## src/rtl/dma_chain_pkg.sv

```systemverilog
package dma_chain_pkg;
  typedef enum logic [2:0] {
    REG_CTRL  = 3'd0,
    REG_SHA   = 3'd1,
    REG_SHB   = 3'd2,
    REG_SHCNT = 3'd3,
    REG_STAT  = 3'd4
  } reg_idx_e;

  typedef struct packed {
    logic step_b;
    logic step_a;
    logic ovr_ie;
    logic tc_ie;
    logic dbl;
    logic en;
  } ctrl_t;

  localparam int CTRL_W = $bits(ctrl_t);
endpackage

```

## src/rtl/dma_chain_shadow.sv

```systemverilog
module dma_chain_shadow
  import dma_chain_pkg::*;
#(
  parameter int AW = 16,
  parameter int CW = 16,
  parameter int WD = 16
) (
  input  logic          clk,
  input  logic          rst,
  input  logic          wr_en_i,
  input  logic [2:0]    wr_addr_i,
  input  logic [WD-1:0] wr_data_i,
  input  logic          consume_i,
  output ctrl_t         ctrl_o,
  output logic [AW-1:0] sha_o,
  output logic [AW-1:0] shb_o,
  output logic [CW-1:0] shc_o,
  output logic          vld_o
);
  logic wr_cnt, clr_vld;
  assign wr_cnt  = wr_en_i && (wr_addr_i == REG_SHCNT);
  assign clr_vld = consume_i || (wr_en_i && (wr_addr_i == REG_STAT) && wr_data_i[0]);

  always_ff @(posedge clk) begin
    if (rst) begin
      ctrl_o <= '0;
      sha_o  <= '0;
      shb_o  <= '0;
      shc_o  <= '0;
      vld_o  <= 1'b0;
    end else begin
      if (wr_en_i && wr_addr_i == REG_CTRL) ctrl_o <= ctrl_t'(wr_data_i[CTRL_W-1:0]);
      if (wr_en_i && wr_addr_i == REG_SHA)  sha_o  <= wr_data_i[AW-1:0];
      if (wr_en_i && wr_addr_i == REG_SHB)  shb_o  <= wr_data_i[AW-1:0];
      if (wr_cnt)                           shc_o  <= wr_data_i[CW-1:0];
      if (wr_cnt)       vld_o <= 1'b1;
      else if (clr_vld) vld_o <= 1'b0;
    end
  end

  assert_valid_set_R2: assert property (@(posedge clk) disable iff (rst)
    wr_cnt |=> vld_o);
  assert_valid_drop_R2: assert property (@(posedge clk) disable iff (rst)
    (consume_i && !wr_cnt) |=> !vld_o);
endmodule

```

## src/rtl/dma_chain_active.sv

```systemverilog
module dma_chain_active #(
  parameter int AW = 16,
  parameter int CW = 16
) (
  input  logic          clk,
  input  logic          rst,
  input  logic          load_i,
  input  logic          step_i,
  input  logic          inc_a_i,
  input  logic          inc_b_i,
  input  logic [AW-1:0] sha_i,
  input  logic [AW-1:0] shb_i,
  input  logic [CW-1:0] shc_i,
  output logic [AW-1:0] addr_a_o,
  output logic [AW-1:0] addr_b_o,
  output logic [CW-1:0] cnt_o
);
  always_ff @(posedge clk) begin
    if (rst) begin
      addr_a_o <= '0;
      addr_b_o <= '0;
      cnt_o    <= '0;
    end else if (load_i) begin
      addr_a_o <= sha_i;
      addr_b_o <= shb_i;
      cnt_o    <= shc_i;
    end else if (step_i) begin
      addr_a_o <= addr_a_o + AW'(inc_a_i);
      addr_b_o <= addr_b_o + AW'(inc_b_i);
      cnt_o    <= cnt_o - CW'(1);
    end
  end

  assert_idle_hold_R4: assert property (@(posedge clk) disable iff (rst)
    (!load_i && !step_i) |=> $stable(cnt_o) && $stable(addr_a_o) && $stable(addr_b_o));
  assert_step_dec_R4: assert property (@(posedge clk) disable iff (rst)
    (step_i && !load_i) |=> cnt_o == $past(cnt_o) - CW'(1));
endmodule

```

## src/rtl/dma_chain_status.sv

```systemverilog
module dma_chain_status
  import dma_chain_pkg::*;
(
  input  logic       clk,
  input  logic       rst,
  input  ctrl_t      ctrl_i,
  input  logic       clr_wr_i,
  input  logic [2:0] clr_bits_i,
  input  logic       set_tc_i,
  input  logic       set_ovr_i,
  input  logic       go_i,
  input  logic       halt_i,
  output logic       tc_o,
  output logic       ovr_o,
  output logic       act_o,
  output logic       irq_o
);
  always_ff @(posedge clk) begin
    if (rst) begin
      tc_o  <= 1'b0;
      ovr_o <= 1'b0;
      act_o <= 1'b0;
    end else begin
      if (set_tc_i)                          tc_o <= 1'b1;
      else if (clr_wr_i && clr_bits_i[1])    tc_o <= 1'b0;
      if (set_ovr_i)                         ovr_o <= 1'b1;
      else if (clr_wr_i && clr_bits_i[2])    ovr_o <= 1'b0;
      if (halt_i)    act_o <= 1'b0;
      else if (go_i) act_o <= 1'b1;
    end
  end

  assign irq_o = (tc_o && ctrl_i.tc_ie) || (ovr_o && ctrl_i.ovr_ie);

  assert_ovr_dbl_R7: assert property (@(posedge clk) disable iff (rst)
    $rose(ovr_o) |-> ($past(ctrl_i.dbl) && !act_o));
  assert_tc_set_R9: assert property (@(posedge clk) disable iff (rst)
    set_tc_i |=> tc_o);
  assert_irq_src_R8: assert property (@(posedge clk) disable iff (rst)
    irq_o |-> (tc_o || ovr_o));
endmodule

```

## src/rtl/dma_chain_ctrl.sv

```systemverilog
module dma_chain_ctrl
  import dma_chain_pkg::*;
#(
  parameter int AW = 16,
  parameter int CW = 16,
  localparam int WD = (AW > CW) ? AW : CW
) (
  input  logic          clk,
  input  logic          rst,
  input  logic          wr_en_i,
  input  logic [2:0]    wr_addr_i,
  input  logic [WD-1:0] wr_data_i,
  input  logic          item_done_i,
  output logic [AW-1:0] addr_a_o,
  output logic [AW-1:0] addr_b_o,
  output logic [CW-1:0] count_o,
  output logic          valid_o,
  output logic          tc_o,
  output logic          ovr_o,
  output logic          active_o,
  output logic          irq_o
);
  ctrl_t         ctrl;
  logic [AW-1:0] sha, shb;
  logic [CW-1:0] shc;
  logic ctrl_wr, start, stop, step, eob_run, reload, finish, zero_start;
  logic load, consume, go, halt;

  assign ctrl_wr    = wr_en_i && (wr_addr_i == REG_CTRL);
  assign start      = ctrl_wr && wr_data_i[0] && !ctrl.en;
  assign stop       = ctrl_wr && !wr_data_i[0];
  assign step       = item_done_i && active_o && (count_o != '0);
  assign eob_run    = step && (count_o == CW'(1));
  assign reload     = eob_run && ctrl.dbl && valid_o;
  assign finish     = eob_run && !reload;
  assign zero_start = start && (shc == '0);
  assign load       = start || reload;
  assign consume    = load;
  assign go         = load && (shc != '0);
  assign halt       = stop || finish || (load && (shc == '0));

  dma_chain_shadow #(.AW(AW), .CW(CW), .WD(WD)) u_shadow (
    .clk(clk), .rst(rst), .wr_en_i(wr_en_i), .wr_addr_i(wr_addr_i),
    .wr_data_i(wr_data_i), .consume_i(consume), .ctrl_o(ctrl),
    .sha_o(sha), .shb_o(shb), .shc_o(shc), .vld_o(valid_o)
  );

  dma_chain_active #(.AW(AW), .CW(CW)) u_active (
    .clk(clk), .rst(rst), .load_i(load), .step_i(step),
    .inc_a_i(ctrl.step_a), .inc_b_i(ctrl.step_b),
    .sha_i(sha), .shb_i(shb), .shc_i(shc),
    .addr_a_o(addr_a_o), .addr_b_o(addr_b_o), .cnt_o(count_o)
  );

  dma_chain_status u_status (
    .clk(clk), .rst(rst), .ctrl_i(ctrl),
    .clr_wr_i(wr_en_i && (wr_addr_i == REG_STAT)), .clr_bits_i(wr_data_i[2:0]),
    .set_tc_i(eob_run || zero_start), .set_ovr_i(finish && ctrl.dbl),
    .go_i(go), .halt_i(halt),
    .tc_o(tc_o), .ovr_o(ovr_o), .act_o(active_o), .irq_o(irq_o)
  );

  assert_active_nonzero_R4: assert property (@(posedge clk) disable iff (rst)
    active_o |-> (count_o != '0));
  assert_reload_keeps_R6: assert property (@(posedge clk) disable iff (rst)
    (reload && (shc != '0) && !stop) |=> (active_o && tc_o && count_o == $past(shc)));
  assert_single_end_R5: assert property (@(posedge clk) disable iff (rst)
    (eob_run && !ctrl.dbl) |=> (!active_o && tc_o));
  assert_stop_clears_R10: assert property (@(posedge clk) disable iff (rst)
    stop |=> !active_o);
endmodule

```

## config.mk

```make
export PLATFORM = sky130hd
export DESIGN_NAME = dma_chain_ctrl
export DESIGN_NICKNAME = d
export VERILOG_FILES = /design/src/rtl/dma_chain_pkg.sv /design/src/rtl/dma_chain_shadow.sv /design/src/rtl/dma_chain_active.sv /design/src/rtl/dma_chain_status.sv /design/src/rtl/dma_chain_ctrl.sv
export SDC_FILE = /design/constraint.sdc
export NUM_CORES = 1
export LEC_CHECK = 0
export ABC_AREA = 1
export BUFFER_PORTS_ARGS = -buffer_cell sky130_fd_sc_hd__buf_2
export CAP_MARGIN = 20
export CORE_UTILIZATION = 40
export CTS_CLUSTER_DIAMETER = 120
export CTS_CLUSTER_SIZE = 14
export DETAILED_ROUTE_END_ITERATION = 6
export GPL_TIMING_DRIVEN = 0
export SYNTH_ARGS = -nofsm -noshare
export SYNTH_HDL_FRONTEND = slang
export SYNTH_SLANG_ARGS = --single-unit
```

## constraint.sdc

```tcl
create_clock -name clk -period 2.7 [get_ports clk]
set_input_delay 0.27 -clock clk [delete_from_list [all_inputs] [get_ports clk]]
set_output_delay 0.27 -clock clk [all_outputs]
set_load 0.05 [all_outputs]
```

==> summary.txt, run 1 <==
Run status
  – Outcome: finished clean

Pwr
  – Tot Pwr: 3.143 mW
  – Power Density: 462.1 nW/um2
  – Leak: 3.209 nW
  – VDD IR max: 0.0002544 V

Setup path
  – Crit-path slowest cell: dfxtp_1
  – CP Capture Type: flop
  – Critical path arrival: 2600 ps
  – CP required: 2930 ps
  – Slowest stage delay, CP: 500 ps
  – Crit-path max FO: 10
  – Worst Setup Start Kind: flop
  – Critical Path Most Common Cell: nor2_1
  – CP cell instances: ha_1, inv_1, nor3_1, nand2_1, nor2_2, nand4_4, nand3_2, buf_2, nor2_1, nor2_1, nor2_1
  – WS Path Type: reg -> reg

Clock tree
  – PostCTS Resize Cnt: 0
  – Root buffer cell: clkbuf_16
  – H-Tree Depth: 3
  – CTS Buf Count: 9
  – CTS tree: yes
  – Clk Latency, worst-skew pair: 360 ps
  – Postcts setup bufs: 0
  – Clk buf depth: 2
  – Clk sinks: 106
  – Clock slew at reported path FFs: 70 ps
  – Hold_buf cts: 0

Layout
  – Syn-to-layout area delta: 15.17%
  – Final core occ: 46.98%
  – Layout Nets: 1091
  – N_diodes: 0
  – Share of cells above drive strength 1: 11.54%

Place
  – Post-DP HPWL: 14360 um
  – Pre-CTS setup slack: 407.3 ps
  – I/O Buffers: 75
  – RD Place Congestion: 0.8664

Floorplan
  – Die area: 15250 um2
  – Rows: 44
  – Die Ht: 123.5 um
  – # IOs: 76
  – Core ar.: 14480 um2
  – Starting density of the core: 40.79%
  – Die width: 123.5 um

Global route
  – First-pass GRT wire length: 29900 um
  – Vias in the first global route: 5605
  – Largest net degree at the start of global routing: 18
  – Tot GR Track Use: 26.23%
  – Grt total ovfl: 0
  – Antenna violations before repair: 0

Timing
  – Worst slew pin tran: 937.9 ps
  – Final worst path period share: 87.96%
  – Max Clk Rate: 421.0 MHz
  – Min cycle time layout: 2375 ps
  – Fin. Hold Viols: 0
  – Final Max Tran Viols: 0
  – Max-slew headroom: 36.99%
  – RSZ-0062 raised after global routing: no
  – Worst setup margin: 325.0 ps
  – Setup TNS Final: 0 ps
  – Worst Clk Skew: 8.613 ps
  – Final setup fails: 0

Route
  – DRT iter0 DRCs: 417
  – DRC violations left: 0
  – Drt first pass iters: 7
  – DR vias: 6238
  – DRT antenna net count: 0
  – Routed WL per cell: 15.16 um
  – WL final: 18950 um
  – Vias/cell: 4.990

Synthesis
  – Most common flop cell mapped by yosys: dfxtp_1
  – Yosys top cell by area: dfxtp_1
  – Sequential area share after synthesis: 35.93%
  – Gate Count Post-Synth: 975
  – Yosys warnings: 0
  – Number of synthesized flops with an enable pin: 0
  – Post-synth net total: 1005
  – Most numerous cell in the Yosys netlist: nor2_1
  – Async S/R FF share, synth: 0%
  – Yosys reg bits: 106
  – Top cells by count, synth: 272 x nor2_1, 205 x nand2_1, 106 x dfxtp_1, 105 x inv_1, 79 x nand3_1
  – Synth area leaders: dfxtp_1 36%, nor2_1 17%, nand2_1 13%
  – Post-Syn Area: 5906 um2
  – Avg Synthesized Cell Area: 6.057 um2
  – Post-synth top area share: 35.93%
  – Unique masters post-synth: 27

Run
  – Number of max-cap violations: 0

Worst hold path
  – Hold Crit Class: in -> reg
==> worst max-delay path: cells and delay by family, from the launching register on <==
kind / cells / cell delay, ps
and+or+nand+nor: 8 / 1200
DFF: 1 / 500
adders and majority gates: 1 / 200
buffers and inverters: 2 / 360
==> per-stage QoR <==
step | instances | area, um2 | hold slack [ps]
6_report | 1250 | 6802 | 208.8
5_1_grt | 1250 | 6802 | 224.1
2_1_floorplan | 975 | 5906 | 404.9
4_1_cts | 1250 | 6802 | 208.1
3_3_place_gp | 1234 | 6511 | 455.7
3_5_place_dp | 1234 | 6511 | 455.8
==> registers in the layout, indices dropped and copies added (netlist names) <==
register,cells
u_status.tc_o,1
u_active.addr_a_o,16
u_status.act_o,1
u_shadow.shc_o,16
u_shadow.vld_o,1
u_shadow.sha_o,16
u_shadow.shb_o,16
u_active.cnt_o,16
u_status.ovr_o,1
u_shadow.ctrl_o,6
u_active.addr_b_o,16
==> per-layer routing <==
metal / GRT usage [%] / vias up / routed length, um
met5: 0 / - / 0
met4: 9.639 / 0 / 465
met3: 3.321 / 29 / 1156
met2: 38.97 / 197 / 7975
met1: 38.38 / 2802 / 9356
li1: - / 3210 / -
==> logic make-up (layout without fill, tap and decap cells) <==
kind of cell | count (synthesis) | after routing | share of synthesized area, %
flops | 106 | 106 | 35.93
fa+ha+maj | 7 | 7 | 1.483
simple gates | 587 | 587 | 40.68
compound gates | 113 | 113 | 9.682
buf+inv | 150 | 241 | 10.44
xor+xnor | 12 | 12 | 1.780
==> layout by cell type, fill, tap and decap left out, drive strengths merged <==
| master | n |
|---|---|
| nand3 | 81 |
| nand2 | 208 |
| a22o | 1 |
| xnor2 | 2 |
| nor4 | 4 |
| clkinvlp | 1 |
| inv | 108 |
| o21a | 1 |
| nor3 | 4 |
| xor2 | 10 |
| a21oi | 50 |
| nor2 | 277 |
| clkinv | 3 |
| o21ai | 61 |
| dfxtp | 106 |
| clkbuf | 31 |
| buf | 98 |
| ha | 7 |
| nand4 | 13 |
==> path summary, 6_finish.rpt <==
kind	start	end	slack [ps]	cells after the start
worst max register to register	u_active.cnt_o[0]	u_active.addr_b_o[0]	320	11
worst max-delay path	u_active.cnt_o[0]	u_active.addr_b_o[0]	320	11
worst min-delay path	wr_data_i[14]	u_shadow.shb_o[14]	210	3
worst min register to register	u_shadow.shc_o[12]	u_shadow.shc_o[12]	470	2
==> area by class of cell <==
type                            instances  area [um2]
Fill cell                            1572        7677
Timing Repair Buffer                   75       375.4
Multi-Input combinational cell        719        3167
Buffer                                 42       211.5
Clock inverter                          4       33.78
Inverter                              108       405.4
Clock buffer                           12       256.5
Sequential cell                       106        2122
Tap cell                              184       230.2
==> report_power, final <==
group | total [mW] | leakage (nW) | switching (mW) | internal, mW
registers | 1.62 | 0.858 | 0.0270 | 1.59
logic | 0.210 | 2.21 | 0.149 | 0.0618
clock network | 1.31 | 0.139 | 0.627 | 0.685
total | 3.14 | 3.21 | 0.803 | 2.34
(Power assumes the default switching activity.)
==> inputs of run 2 (changes only) <==
- CORE_UTILIZATION: 40 -> 52
- PLACE_DENSITY: not set -> 0.73
- SETUP_SLACK_MARGIN: not set -> 0.02
- clock period: 2.7 -> 2.47 ns (I/O delays scaled with it)
==> summary.txt, run 2 (synthesized netlist as in run 1, its figures left out) <==
Route
  – DRT antenna net count: 0
  – Vias/cell: 5.200
  – DR WL met3: 1372 um
  – DR vias: 6271
  – Drt first pass iters: 5
  – Uppermost layer routed: met4
  – Routed WL per cell: 14.71 um
  – DRT iter0 DRCs: 610
  – DRC violations left: 0
  – WL final: 17750 um
  – Wl on met1: 8297 um
  – Wire length on met2: 7763 um

Pwr
  – Sw frac: 25.13%
  – Sw Pwr: 885.0 uW
  – Sequential share of power: 50.2%
  – Comb pwr share: 6.6%
  – Leak: 3.224 nW
  – Clk network pwr share: 43.1%
  – Pint: 2.636 mW
  – Power Density: 520.4 nW/um2
  – VDD IR max: 0.0005386 V

Clock tree
  – Postcts setup bufs: 0
  – Clk Latency, worst-skew pair: 360 ps
  – CTS tree: yes
  – Clk buf depth: 2
  – Clock slew at reported path FFs: 80 ps
  – H-Tree Depth: 3
  – Clk sinks: 106
  – Root buffer cell: clkbuf_16
  – CTS Buf Count: 9

Place
  – I/O Buffers: 75
  – Post-DP HPWL: 13330 um
  – RD Place Congestion: 0.9414

Global route
  – Vias in the first global route: 5415
  – Tot GR Track Use: 31.55%
  – Largest net degree at the start of global routing: 19
  – Grt total ovfl: 0
  – First-pass GRT wire length: 28080 um
  – Antenna violations before repair: 0

Setup path
  – CP Capture Type: flop
  – Crit-path slowest cell: dfxtp_2
  – Worst Setup Start Kind: flop
  – Critical path arrival: 2450 ps
  – Worst reg2reg endpoint: u_active.addr_a_o[13]
  – CP required: 2690 ps
  – Worst Reg-to-Reg Cells: 11
  – Reg-to-Reg Start: u_active.cnt_o[0]
  – Critical Path End: u_active.addr_a_o[13]
  – Crit-path max FO: 10
  – Worst R2R Setup Slack: 250 ps
  – CP cell instances: ha_1, inv_1, nor3_1, nand2_1, nor2_2, nand4_4, nand3_2, buf_2, nor2_1, nor2_1, nor2_1
  – Slowest stage delay, CP: 450 ps
  – Critical Path Most Common Cell: nor2_1
  – WS Path Type: reg -> reg
  – Crit path launch: u_active.cnt_o[0]

Timing
  – Worst Clk Skew: 8.865 ps
  – Final setup fails: 0
  – RSZ-0062 raised after global routing: no
  – Fin. Hold Viols: 0
  – Max Clk Rate: 449.6 MHz
  – Worst slew pin tran: 926.1 ps
  – Setup TNS Final: 0 ps
  – Hold Slack: 166.6 ps
  – Min cycle time layout: 2224 ps
  – Final worst path period share: 90.06%
  – Final Max Tran Viols: 0
  – Max-slew headroom: 37.78%

Floorplan
  – # IOs: 76
  – Die Ht: 108.6 um
  – Core ar.: 10940 um2
  – Starting density of the core: 54.00%
  – Die width: 108.6 um
  – Rows: 38
  – Die area: 11790 um2

Layout
  – Most frequent cells in the layout: 272 x nor2_1, 205 x nand2_1, 105 x inv_1, 105 x dfxtp_1, 88 x buf_2
  – Share of cells above drive strength 1: 11.73%
  – Layout Nets: 1091
  – N_diodes: 0
  – Area of the multi-input gates: 3167 um2
  – Storage cell area: 2123 um2
  – Syn-to-layout area delta: 14.58%
  – Layout fillers: 1127
  – Commonest non-fill, non-tap cell in the layout: nor2_1

Worst hold path
  – Hold Crit Class: in -> reg

Run
  – Number of max-cap violations: 0

Run status
  – Outcome: finished clean
-- run 2: changes by cell type in the layout (fill, tap and decap cells not counted) --
cell        change
clkinv_2        +1
dfxtp_1         -1
dfxtp_2         +1
clkinv_4        -1
inv_6           +2
clkbuf_1        -1
clkbuf_8        -1
clkinvlp_4      -1
bufinv_16       +1
-- run 2: cell type report --
cell class	instances	share of cell area (%)
multi-input combinational	719	46.80
clock inverter	6	1.036
clock buffer	10	3.532
buffer	42	3.125
timing repair buffer	75	5.547
tap	140	2.589
inverter	108	5.991
sequential	106	31.38
-- run 2: timing repair --
item,4_1_cts,5_1_grt
hold buffers,0,0
gates resized for setup,0,1
setup endpoints to repair,0,34
hold endpoints to repair,0,0
-- run 2: power groups by stage --
stage	sequential, mW	clock (mW)	combinational [mW]
floorplan	1.81	0	0.129
global placement	1.81	0	0.225
detailed placement	1.81	0	0.227
CTS	1.77	1.54	0.229
global route	1.77	1.60	0.258
finish	1.77	1.52	0.233
-- run 2: layer usage --
metal | GRT usage (%) | vias up
li1 | - | 3209
met1 | 44.32 | 2798
met2 | 48.96 | 246
met3 | 6.329 | 18
met4 | 8.398 | 0
met5 | 0 | -
-- run 2: worst min path at each step --
| stage | from | to | slack (ps) | depth (start not counted) |
|---|---|---|---|---|
| 2_1_floorplan | wr_data_i[1] | u_shadow.ctrl_o[1] | 380 | 2 |
| 3_3_place_gp | u_shadow.shc_o[8] | u_shadow.shc_o[8] | 450 | 2 |
| 3_5_place_dp | u_shadow.shc_o[8] | u_shadow.shc_o[8] | 460 | 2 |
| 4_1_cts | wr_data_i[15] | u_shadow.shb_o[15] | 160 | 3 |
| 5_1_grt | wr_data_i[15] | u_shadow.shb_o[15] | 190 | 3 |
| 6_report | wr_data_i[15] | u_shadow.shb_o[15] | 170 | 3 |
-- run 2: worst max-delay path, delay by kind of cell, from the launching register on --
kind	cells	cell delay, ps
DFF	1	450
adders and majority gates	1	180
and+or+nand+nor	8	1100
buffers and inverters	2	370
-- run 2: metrics by stage --
stage	utilization (%)	cells	total power [mW]	setup WS [ps]	area (um2)
detailed placement	59.04	1190	2.036	172.9	6456
global route	61.88	1206	3.631	38.20	6766
finish	61.88	1206	3.521	245.6	6766
CTS	61.87	1206	3.534	132.6	6765
floorplan	-	975	1.942	370.2	5906
global placement	59.04	1190	2.032	190.2	6456
